[src/rtl/irqn_pkg.sv]
package irqn_pkg;
  localparam int NSRC       = 15;
  localparam int NFLAG      = NSRC + 1;
  localparam int NLVL       = 4;
  localparam int LVLW       = $clog2(NLVL);
  localparam int VECW       = $clog2(NSRC);
  localparam int DW         = 8;
  localparam int AW         = 3;
  localparam int LO_SRC     = DW - 1;       // sources held in the low byte
  localparam int ADC_SRC    = 6;
  localparam int OVF8_FLAG  = NSRC - 1;
  localparam int OVF16_FLAG = NSRC;
  localparam logic [NSRC-1:0] ACK_CLR_MASK = NSRC'(15'h000F);

  typedef enum logic [AW-1:0] {
    RA_EN_LO = 3'd0,
    RA_EN_HI = 3'd1,
    RA_PL_LO = 3'd2,
    RA_PL_HI = 3'd3,
    RA_PH_LO = 3'd4,
    RA_PH_HI = 3'd5,
    RA_FL_LO = 3'd6,
    RA_FL_HI = 3'd7
  } reg_addr_e;
endpackage

[src/rtl/irqn_cfg.sv]
module irqn_cfg
  import irqn_pkg::*;
(
  input  logic            clk,
  input  logic            rst_n,
  input  logic            wr,
  input  logic [AW-1:0]   addr,
  input  logic [DW-1:0]   wdata,
  output logic            gen,
  output logic [NSRC-1:0] en,
  output logic [NSRC-1:0] pl,
  output logic [NSRC-1:0] ph
);
  always_ff @(posedge clk) begin
    if (!rst_n) begin
      gen <= 1'b0;
      en  <= '0;
      pl  <= '0;
      ph  <= '0;
    end else if (wr) begin
      case (reg_addr_e'(addr))
        RA_EN_LO: begin
          gen               <= wdata[DW-1];
          en[LO_SRC-1:0]    <= wdata[LO_SRC-1:0];
        end
        RA_EN_HI: en[NSRC-1:LO_SRC] <= wdata;
        RA_PL_LO: pl[LO_SRC-1:0]    <= wdata[LO_SRC-1:0];
        RA_PL_HI: pl[NSRC-1:LO_SRC] <= wdata;
        RA_PH_LO: ph[LO_SRC-1:0]    <= wdata[LO_SRC-1:0];
        RA_PH_HI: ph[NSRC-1:LO_SRC] <= wdata;
        default: ;
      endcase
    end
  end
endmodule

[src/rtl/irqn_flags.sv]
module irqn_flags
  import irqn_pkg::*;
(
  input  logic             clk,
  input  logic             rst_n,
  input  logic [NFLAG-1:0] evt,
  input  logic [NFLAG-1:0] sw_mask,
  input  logic [NFLAG-1:0] sw_val,
  input  logic [NFLAG-1:0] ack_clr,
  output logic [NFLAG-1:0] flags
);
  for (genvar g = 0; g < NFLAG; g++) begin : g_flag
    logic bit_q;
    logic sw_next;
    if (g == ADC_SRC) begin : g_clear_only
      assign sw_next = sw_val[g] & bit_q;   // software may only clear
    end else begin : g_set_clear
      assign sw_next = sw_val[g];
    end
    always_ff @(posedge clk) begin
      if (!rst_n)          bit_q <= 1'b0;
      else if (evt[g])     bit_q <= 1'b1;   // hardware event always wins
      else if (ack_clr[g]) bit_q <= 1'b0;
      else if (sw_mask[g]) bit_q <= sw_next;
    end
    assign flags[g] = bit_q;
  end
endmodule

[src/rtl/irqn_arb.sv]
module irqn_arb
  import irqn_pkg::*;
(
  input  logic [NSRC-1:0] active,
  input  logic [NSRC-1:0] pl,
  input  logic [NSRC-1:0] ph,
  output logic            any,
  output logic [VECW-1:0] win_idx,
  output logic [LVLW-1:0] win_lvl
);
  logic [NLVL-1:0][NSRC-1:0] hit;

  for (genvar l = 0; l < NLVL; l++) begin : g_lvl
    for (genvar s = 0; s < NSRC; s++) begin : g_src
      assign hit[l][s] = active[s] && ({ph[s], pl[s]} == LVLW'(l));
    end
  end

  always_comb begin
    any     = |active;
    win_lvl = '0;
    win_idx = '0;
    for (int l = 0; l < NLVL; l++)
      if (|hit[l]) win_lvl = LVLW'(l);
    for (int s = NSRC - 1; s >= 0; s--)
      if (hit[win_lvl][s]) win_idx = VECW'(s);
  end
endmodule

[src/rtl/irqn_insvc.sv]
module irqn_insvc
  import irqn_pkg::*;
(
  input  logic            clk,
  input  logic            rst_n,
  input  logic            push,
  input  logic [LVLW-1:0] push_lvl,
  input  logic            pop,
  output logic [NLVL-1:0] isr,
  output logic            busy,
  output logic [LVLW-1:0] top_lvl
);
  logic [NLVL-1:0] pop_mask;
  logic [NLVL-1:0] push_mask;

  always_comb begin
    top_lvl = '0;
    for (int l = 0; l < NLVL; l++)
      if (isr[l]) top_lvl = LVLW'(l);
  end

  assign busy      = |isr;
  assign pop_mask  = (pop && busy) ? (NLVL'(1) << top_lvl) : '0;
  assign push_mask = push ? (NLVL'(1) << push_lvl) : '0;

  always_ff @(posedge clk) begin
    if (!rst_n) isr <= '0;
    else        isr <= (isr & ~pop_mask) | push_mask;
  end
endmodule

[src/rtl/irqn_top.sv]
module irqn_top
  import irqn_pkg::*;
(
  input  logic             clk,
  input  logic             rst_n,
  input  logic             reg_wr,
  input  logic [AW-1:0]    reg_addr,
  input  logic [DW-1:0]    reg_wdata,
  output logic [DW-1:0]    reg_rdata,
  input  logic [NFLAG-1:0] evt,
  input  logic             int_ack,
  input  logic             int_reti,
  output logic             int_req,
  output logic [VECW-1:0]  int_vec
);
  logic            cfg_gen;
  logic [NSRC-1:0] cfg_en, cfg_pl, cfg_ph;
  logic [NFLAG-1:0] flag_q, sw_mask, sw_val, ack_clr;
  logic [NSRC-1:0] pend, active;
  logic            arb_any, ack_take, isr_busy;
  logic [VECW-1:0] win_idx;
  logic [LVLW-1:0] win_lvl, isr_top;
  logic [NLVL-1:0] isr_q;

  irqn_cfg u_cfg (
    .clk(clk), .rst_n(rst_n), .wr(reg_wr), .addr(reg_addr), .wdata(reg_wdata),
    .gen(cfg_gen), .en(cfg_en), .pl(cfg_pl), .ph(cfg_ph)
  );

  // software flag write: map the two flag bytes onto the flag vector
  always_comb begin
    sw_mask = '0;
    sw_val  = '0;
    if (reg_wr && reg_addr == RA_FL_LO) begin
      sw_mask[LO_SRC-1:0] = '1;
      sw_mask[OVF8_FLAG]  = 1'b1;
      sw_val[LO_SRC-1:0]  = reg_wdata[LO_SRC-1:0];
      sw_val[OVF8_FLAG]   = reg_wdata[DW-1];
    end
    if (reg_wr && reg_addr == RA_FL_HI) begin
      sw_mask[OVF8_FLAG-1:LO_SRC] = '1;
      sw_mask[OVF16_FLAG]         = 1'b1;
      sw_val[OVF8_FLAG-1:LO_SRC]  = reg_wdata[DW-2:0];
      sw_val[OVF16_FLAG]          = reg_wdata[DW-1];
    end
  end

  assign ack_take = int_ack && int_req;
  assign ack_clr  = (ack_take && ACK_CLR_MASK[win_idx]) ? (NFLAG'(1) << win_idx) : '0;

  irqn_flags u_flags (
    .clk(clk), .rst_n(rst_n), .evt(evt), .sw_mask(sw_mask), .sw_val(sw_val),
    .ack_clr(ack_clr), .flags(flag_q)
  );

  assign pend   = {flag_q[OVF16_FLAG] | flag_q[OVF8_FLAG], flag_q[OVF8_FLAG-1:0]};
  assign active = pend & cfg_en & {NSRC{cfg_gen}};

  irqn_arb u_arb (
    .active(active), .pl(cfg_pl), .ph(cfg_ph),
    .any(arb_any), .win_idx(win_idx), .win_lvl(win_lvl)
  );

  irqn_insvc u_insvc (
    .clk(clk), .rst_n(rst_n), .push(ack_take), .push_lvl(win_lvl), .pop(int_reti),
    .isr(isr_q), .busy(isr_busy), .top_lvl(isr_top)
  );

  assign int_req = arb_any && (!isr_busy || win_lvl > isr_top);
  assign int_vec = win_idx;

  always_comb begin
    case (reg_addr_e'(reg_addr))
      RA_EN_LO: reg_rdata = {cfg_gen, cfg_en[LO_SRC-1:0]};
      RA_EN_HI: reg_rdata = cfg_en[NSRC-1:LO_SRC];
      RA_PL_LO: reg_rdata = {1'b0, cfg_pl[LO_SRC-1:0]};
      RA_PL_HI: reg_rdata = cfg_pl[NSRC-1:LO_SRC];
      RA_PH_LO: reg_rdata = {1'b0, cfg_ph[LO_SRC-1:0]};
      RA_PH_HI: reg_rdata = cfg_ph[NSRC-1:LO_SRC];
      RA_FL_LO: reg_rdata = {flag_q[OVF8_FLAG], flag_q[LO_SRC-1:0]};
      RA_FL_HI: reg_rdata = {flag_q[OVF16_FLAG], flag_q[OVF8_FLAG-1:LO_SRC]};
      default:  reg_rdata = '0;
    endcase
  end
endmodule

[config.mk]
export PLATFORM = sky130hd
export DESIGN_NAME = irqn_top
export DESIGN_NICKNAME = d
export VERILOG_FILES = /design/src/rtl/irqn_pkg.sv /design/src/rtl/irqn_cfg.sv /design/src/rtl/irqn_flags.sv /design/src/rtl/irqn_arb.sv /design/src/rtl/irqn_insvc.sv /design/src/rtl/irqn_top.sv
export SDC_FILE = /design/constraint.sdc
export NUM_CORES = 1
export LEC_CHECK = 0
export BUFFER_PORTS_ARGS = -buffer_cell sky130_fd_sc_hd__buf_4
export CAP_MARGIN = 10
export CORE_MARGIN = 2
export CORE_UTILIZATION = 45
export CTS_BUF_LIST = sky130_fd_sc_hd__clkbuf_16
export CTS_CLUSTER_DIAMETER = 50
export DETAILED_ROUTE_END_ITERATION = 8
export PLACE_DENSITY = 0.72
export RECOVER_POWER = 50
export SYNTH_ARGS = -nofsm -noshare
export SYNTH_HDL_FRONTEND = slang
export SYNTH_HIERARCHICAL = 1
export SYNTH_SLANG_ARGS = --single-unit
[constraint.sdc]
create_clock -name clk -period 6.5 [get_ports clk]
set_input_delay 0.65 -clock clk [delete_from_list [all_inputs] [get_ports clk]]
set_output_delay 0.65 -clock clk [all_outputs]
set_load 0.01 [all_outputs]
# After elaboration in Yosys (flattened, before gate mapping)
# Memories as Yosys holds them, arrays and structs flattened.
# Cells that the tools add are included.
# classes
muxes,84
n_shift,3
n_lt_le_gt_ge,3
n_reduce_logical,111
n_eq_ne,52
n_bitwise,7
# op_table
cell,n
2-to-1 mux 4 bit,17
logical AND 1 bit,66
case mux 8 bit (8 select lines),1
equality test 2 bit (second input constant),30
OR reduction 15 bit,4
2-to-1 mux 1 bit,55
nonzero test 3 bit,16
bitwise AND 15 bit,2
binary-select mux 15 bit (select 2 bit),1
equality test 2 x 1 -> 1 bit (second input constant),15
logical NOT 2 bit,15
2-to-1 mux 7 bit,4
2-to-1 mux 16 bit,1
<< shifter 1 x 4 -> 16 bit (first input constant),1
2-to-1 mux 15 bit,1
equality test 3 bit (second input constant),4
AND reduction 2 bit,6
2-to-1 mux 2 bit,4
<< shifter 1 x 2 -> 4 bit (first input constant),2
equality test 3 x 2 -> 1 bit (second input constant),2
less-than comparator 4 x 5 -> 1 bit (second input constant),1
bitwise AND 4 bit,1
inverter 4 bit,1
bitwise OR 4 bit,1
other kinds (9),9
# totals
mem_count,1
romBits,16
elab_cells,285
output_inout_bits,13
register_bits,66
# mem_list
name,depth,word_bits,read_ports,rd_ports_with_merged_regs,wr,line_no,text
(name not given),16,1,1,0,0,irqn_top.sv:49,assign ack_clr = (ack_take && ACK_CLR_MASK[win_idx]) ? (NFLAG'(1) << win_idx) : '0;

# Logic depth before layout (Yosys ltp)
# logic_depth
depth_word,31
ltp_mapped,19
ltp_nobuf,17

# Modules after synthesis
# Netlist, hierarchy kept.
# modules_own_cells
module,area_per_inst_um2,seq_area_each_um2,n_inst,cells_each
irqn_cfg,1707.9,920.9,1,164
irqn_arb,1058.5,0.0,1,184
irqn_top,925.9,0.0,1,131
irqn_flags,800.8,320.3,1,82
irqn_insvc,193.9,80.1,1,21

# Least setup slack after synthesis
# No wires, ideal clock.
# synth_path
path_type,register to register
start,register u_cfg.gen
end,register u_flags.g_flag[1].bit_q
t_arrival_ns,3.472
setup_slack_ns,2.914
t_required_ns,6.385
synth_period_minus_slack_ns,3.586
setup_time_ns,0.115
path_stages_with_launch,20
path_cell_list,dfxtp_1 > clkbuf_1 > and3_1 > nand2_2 > o22ai_1 > a311oi_1 > nand2_1 > nor2_4 > inv_2 > buf_2 > a2111oi_1 > nor2_1 > nand3_1 > nor2_1 > a211oi_1 > nor2b_1 > or3_1 > nor4b_2 > nor2_1 > o21a_1
# synth_via
word_cells_on_any_way,97
cone_classes,order compare: 1; shift: 1; mux: 24; bitwise: 1; reduce/logical: 69; memory: 1
# synth_rtl
element,line_no,text
"start, declared",irqn_cfg.sv:9,"output logic gen,"
"start signal, assigned",irqn_cfg.sv:23,gen <= wdata[DW-1];
bitwise AND 15 bit (*),irqn_top.sv:57,assign active = pend & cfg_en & {NSRC{cfg_gen}};
net active[9],irqn_top.sv:19,"logic [NSRC-1:0] pend, active;"
logical AND 1 bit,irqn_arb.sv:15,"assign hit[l][s] = active[s] && ({ph[s], pl[s]} == LVLW'(l));"
OR reduction 15 bit,irqn_arb.sv:24,if (|hit[l]) win_lvl = LVLW'(l);
2-to-1 mux 2 bit,irqn_arb.sv:24,
2-to-1 mux 2 bit (*),irqn_arb.sv:24,
net win_lvl[1],irqn_top.sv:22,"logic [LVLW-1:0] win_lvl, isr_top;"
binary-select mux 15 bit (select 2 bit) (*),irqn_arb.sv:26,if (hit[win_lvl][s]) win_idx = VECW'(s);
[... 16 more ...],-,
net int_vec[2],irqn_top.sv:14,output logic [VECW-1:0] int_vec
memory read (16 x 1 bit),-,
2-to-1 mux 1 bit (not written as such),irqn_top.sv:49,
logical AND 1 bit,irqn_top.sv:49,
2-to-1 mux 16 bit (*),irqn_top.sv:49,
net ack_clr[1],irqn_top.sv:18,"logic [NFLAG-1:0] flag_q, sw_mask, sw_val, ack_clr;"
2-to-1 mux 1 bit,irqn_flags.sv:23,else if (ack_clr[g]) bit_q <= 1'b0;
2-to-1 mux 1 bit,irqn_flags.sv:22,else if (evt[g]) bit_q <= 1'b1;
"end signal, assigned",irqn_flags.sv:24,else if (sw_mask[g]) bit_q <= sw_next;
"end, declared",irqn_flags.sv:13,logic bit_q;
# Mark *: on every way through the listed nets, which the timed path passes. The rest lies on a longest branch. The select of a mux whose other input is x is not followed.
# A chain may end at the register's enable or synchronous reset.

# Worst setup path after layout
# layout_path
start,register u_cfg.gen
end,output port int_vec[0]
# layout_via
word_cells_on_any_way,82
cone_classes,mux: 19; bitwise: 1; reduce/logical: 62
# layout_rtl
element,line_no
bitwise AND 15 bit (*),irqn_top.sv:57
net active[10],irqn_top.sv:19
logical AND 1 bit,irqn_arb.sv:15
OR reduction 15 bit,irqn_arb.sv:24
2-to-1 mux 2 bit,irqn_arb.sv:24
2-to-1 mux 2 bit (*),irqn_arb.sv:24
net win_lvl[1],irqn_top.sv:22
binary-select mux 15 bit (select 2 bit) (*),irqn_arb.sv:26
2-to-1 mux 15 bit (not written as such) (*),irqn_arb.sv:26
2-to-1 mux 4 bit (13 in series),irqn_arb.sv:26
2-to-1 mux 4 bit (*),irqn_arb.sv:26
"end, declared",irqn_top.sv:14
# Marked as above.

==> metrics.md <==
| Metric | Value |
|---|---|
| Logic pwr share | `0.100` |
| Final Skew | `0.00650 ns` |
| CP Data Required Time | `5.85 ns` |
| Setup bufs post-CTS | `0` |
| Vias | `4535` |
| Final Max Tran Viols | `31` |
| Number of global-route vias before repair | `4245` |
| Area grow syn2layout | `11.6%` |
| Pre-CTS WS | `2.00 ns` |
| Post-route antenna net violation count | `0` |
| # diodes | `0` |
| Core region area | `10200 sq um` |
| Multi-input logic area | `3010 sq um` |
| Largest net degree at the start of global routing | `77` |
| Clock share of power | `0.487` |
| Async SR Flop Fraction | `0` |
| FF+latch area | `1320 sq um` |
| Post-synthesis compound-gate area fraction | `0.187` |
| Root Buffer | `clkbuf_16` |
| DIE WIDTH | `106 um` |
| Initial antenna violation count | `0` |
| Syn_area_per_cell | `8.05 sq um` |
| Lkg Pwr | `2.25 nW` |
| Synth cell count leaders | `nand2_1, mux2i_1, dfxtp_1, nor2_1, nand3_1` |
| PnR Total Power | `1.06 mW` |
| Relative slew slack | `-0.187` |
| Final non-filler cell total | `747` |
| RSZ-0062 raised after global routing | `no` |
| Top FF cell, synth | `dfxtp_1` |
| Startpoint Class | `flop` |
| MaxCap Viol Count | `1` |
| Chip Height | `106 um` |
| Switch share | `0.246` |
| Number of flops mapped to enable cells by yosys | `0` |
| CTS tree | `done` |
| Area after DPL | `4930 sq um` |
| I/O pin count | `45` |
| Final setup violation count | `0` |
| Number of remaining DRC errors | `0` |
| Share of the synthesized area in the top cell type | `0.282` |
| Fillers | `991` |
| Total CTS buffers | `9` |
| Post_cts resized | `0` |
| Yosys warns | `6` |
| Clock sinks | `66` |
| DP HPWL | `11.0 mm` |
| Final WL | `14.8 mm` |
| Top cells by area, synth | `dfxtp_1, mux2i_1, nand2_1` |
| Worst min-delay path category | `flop to flop` |
| Largest family of logic cells by synthesized area | `simple AND/OR/NAND/NOR gates` |
| Critical path class | `flop to primary output` |
| Die footprint | `11200 sq um` |
| Status | `finished, violations left` |
| Netlist cell types | `75` |
| Setup ws final | `1.52 ns` |
| Failing checks | `max-capacitance violations, max-slew violations` |
| Reported net switching power | `0.260 mW` |
| Initial Utilization | `0.458` |
| CTS max path bufs | `2` |
| CP endpoint kind | `primary output` |
| Port Buffers | `44` |
| Vias/cell | `6.07` |
| Worst Tran Pin Value | `1.78 ns` |
| Final Cycle Share | `0.766` |
| Drt first-iter violations | `394` |
| Simple-Gate Fraction of Synth Area | `0.259` |
| Hold-fix buffers at CTS | `0` |
| Power Internal | `0.797 mW` |
| Multiplexer share of the synthesized area | `0.178` |
| Yosys reg bits | `66` |
| Synth Cell Area | `4690 sq um` |
| Final Util | `0.511` |
| Hold Slack | `0.486 ns` |
| Post-Synth XOR/XNOR Area | `0.00561` |
| Drt wl/cell | `19.8 um` |
| Peak VDD IR | `0.105 mV` |
| Final Cell Area | `5230 sq um` |
| Clock Latency Late Sink | `0.33 ns` |
| Nets | `640` |
| Drt first pass iters | `5` |
| First-pass GRT wire length | `23.1 mm` |
| Seq pwr share | `0.413` |
| Share of cells above drive strength 1 | `0.123` |
| Fmax | `201 MHz` |
| GRT overflow | `0` |
| GP Congestion | `0.960` |
| Max FO, Critical Path | `17` |
| H-tree depth | `3` |
| Gate Count Post-Synth | `582` |
| Final min period | `4.98 ns` |
| Post-Place Cells | `731` |
| Pwr/cell area | `202 nW/um^2` |
| Final Hold Fails | `0` |
| Setup TNS | `0 ns` |
| Synth area leader | `dfxtp_1` |
| Clock-pin slew on the worst setup and hold paths | `0.06 ns` |
| Sequential area share after synthesis | `0.282` |
| Cell with the most instances after synthesis | `nand2_1` |
| Synthesized-area fraction occupied by adder cells | `0.00534` |
| Crit path arrival time | `4.33 ns` |
| Overall routing resource usage | `0.264` |
| Row count | `37` |
## final cells by class
cell class,instances,area share
Clock buffer,9,0.0431
Inverter,22,0.0163
Multi-Input combinational cell,462,0.575
Timing Repair Buffer,45,0.0639
Tap cell,136,0.0325
Sequential cell,66,0.253
Clock inverter,7,0.0163
## final timing paths
check	startpoint	to	slack, ns	cells after the start
setup / recovery	u_cfg/gen	int_vec[0]	1.52	14
hold / removal	u_cfg/en[4]	u_cfg/en[4]	0.49	2
setup reg to reg	u_cfg/gen	u_flags/g_flag[1].bit_q	1.88	17
hold reg to reg	u_cfg/en[4]	u_cfg/en[4]	0.49	2
## flip-flops by register name, indices dropped and copies added, names as in the netlist
name,flops
u_cfg/ph,15
u_flags/g_flag.bit_q,16
u_cfg/en,15
u_insvc/isr,4
u_cfg/pl,15
u_cfg/gen,1
## layer usage
layer  GRT usage  wire length (um)  part of all wire
met1       0.358              6550              0.44
met5           0                 0                 0
met3      0.0472              1120             0.075
met4       0.119               583             0.039
met2       0.410              6570              0.44
## power by group through the flow
stage,Clock [mW],Combinational (mW),Sequential (mW)
floorplan,0,0.0808,0.435
global placement,0,0.101,0.445
detailed placement,0,0.104,0.444
CTS,0.518,0.104,0.436
global route,0.539,0.114,0.438
finish,0.515,0.105,0.437
## critical path: stages (launching register included)
cell	delay [ns]
dfxtp_1	0.47
and3_1	0.29
nand2_1	0.16
o22ai_1	0.14
nor4_2	0.37
nand2_1	0.34
nor2_4	0.27
inv_2	0.17
or3b_1	0.40
o221a_1	0.25
nor2b_1	0.20
o211ai_1	0.12
a31o_1	0.25
a31oi_1	0.35
buf_4	0.20
## logic make-up after synthesis
logic type / count (synthesis)
AO/OA/AOI/OAI: 124
XOR/XNOR: 3
adder cells (fa/ha/maj): 2
buffers and inverters: 65
flip-flops: 66
multiplexers: 83
other: 1
AND/OR/NAND/NOR: 238
## cell usage in the layout (no fill, tap or decap), types with 15 or more instances in the layout
cell     count
inv_1       20
buf_4       44
and2_1      15
dfxtp_1     66
nor2_1      34
o21a_1      19
nand3_1     21
nand2_1    102
mux2i_1     82
o22ai_1     17
Power figures use the tool's default switching activity.
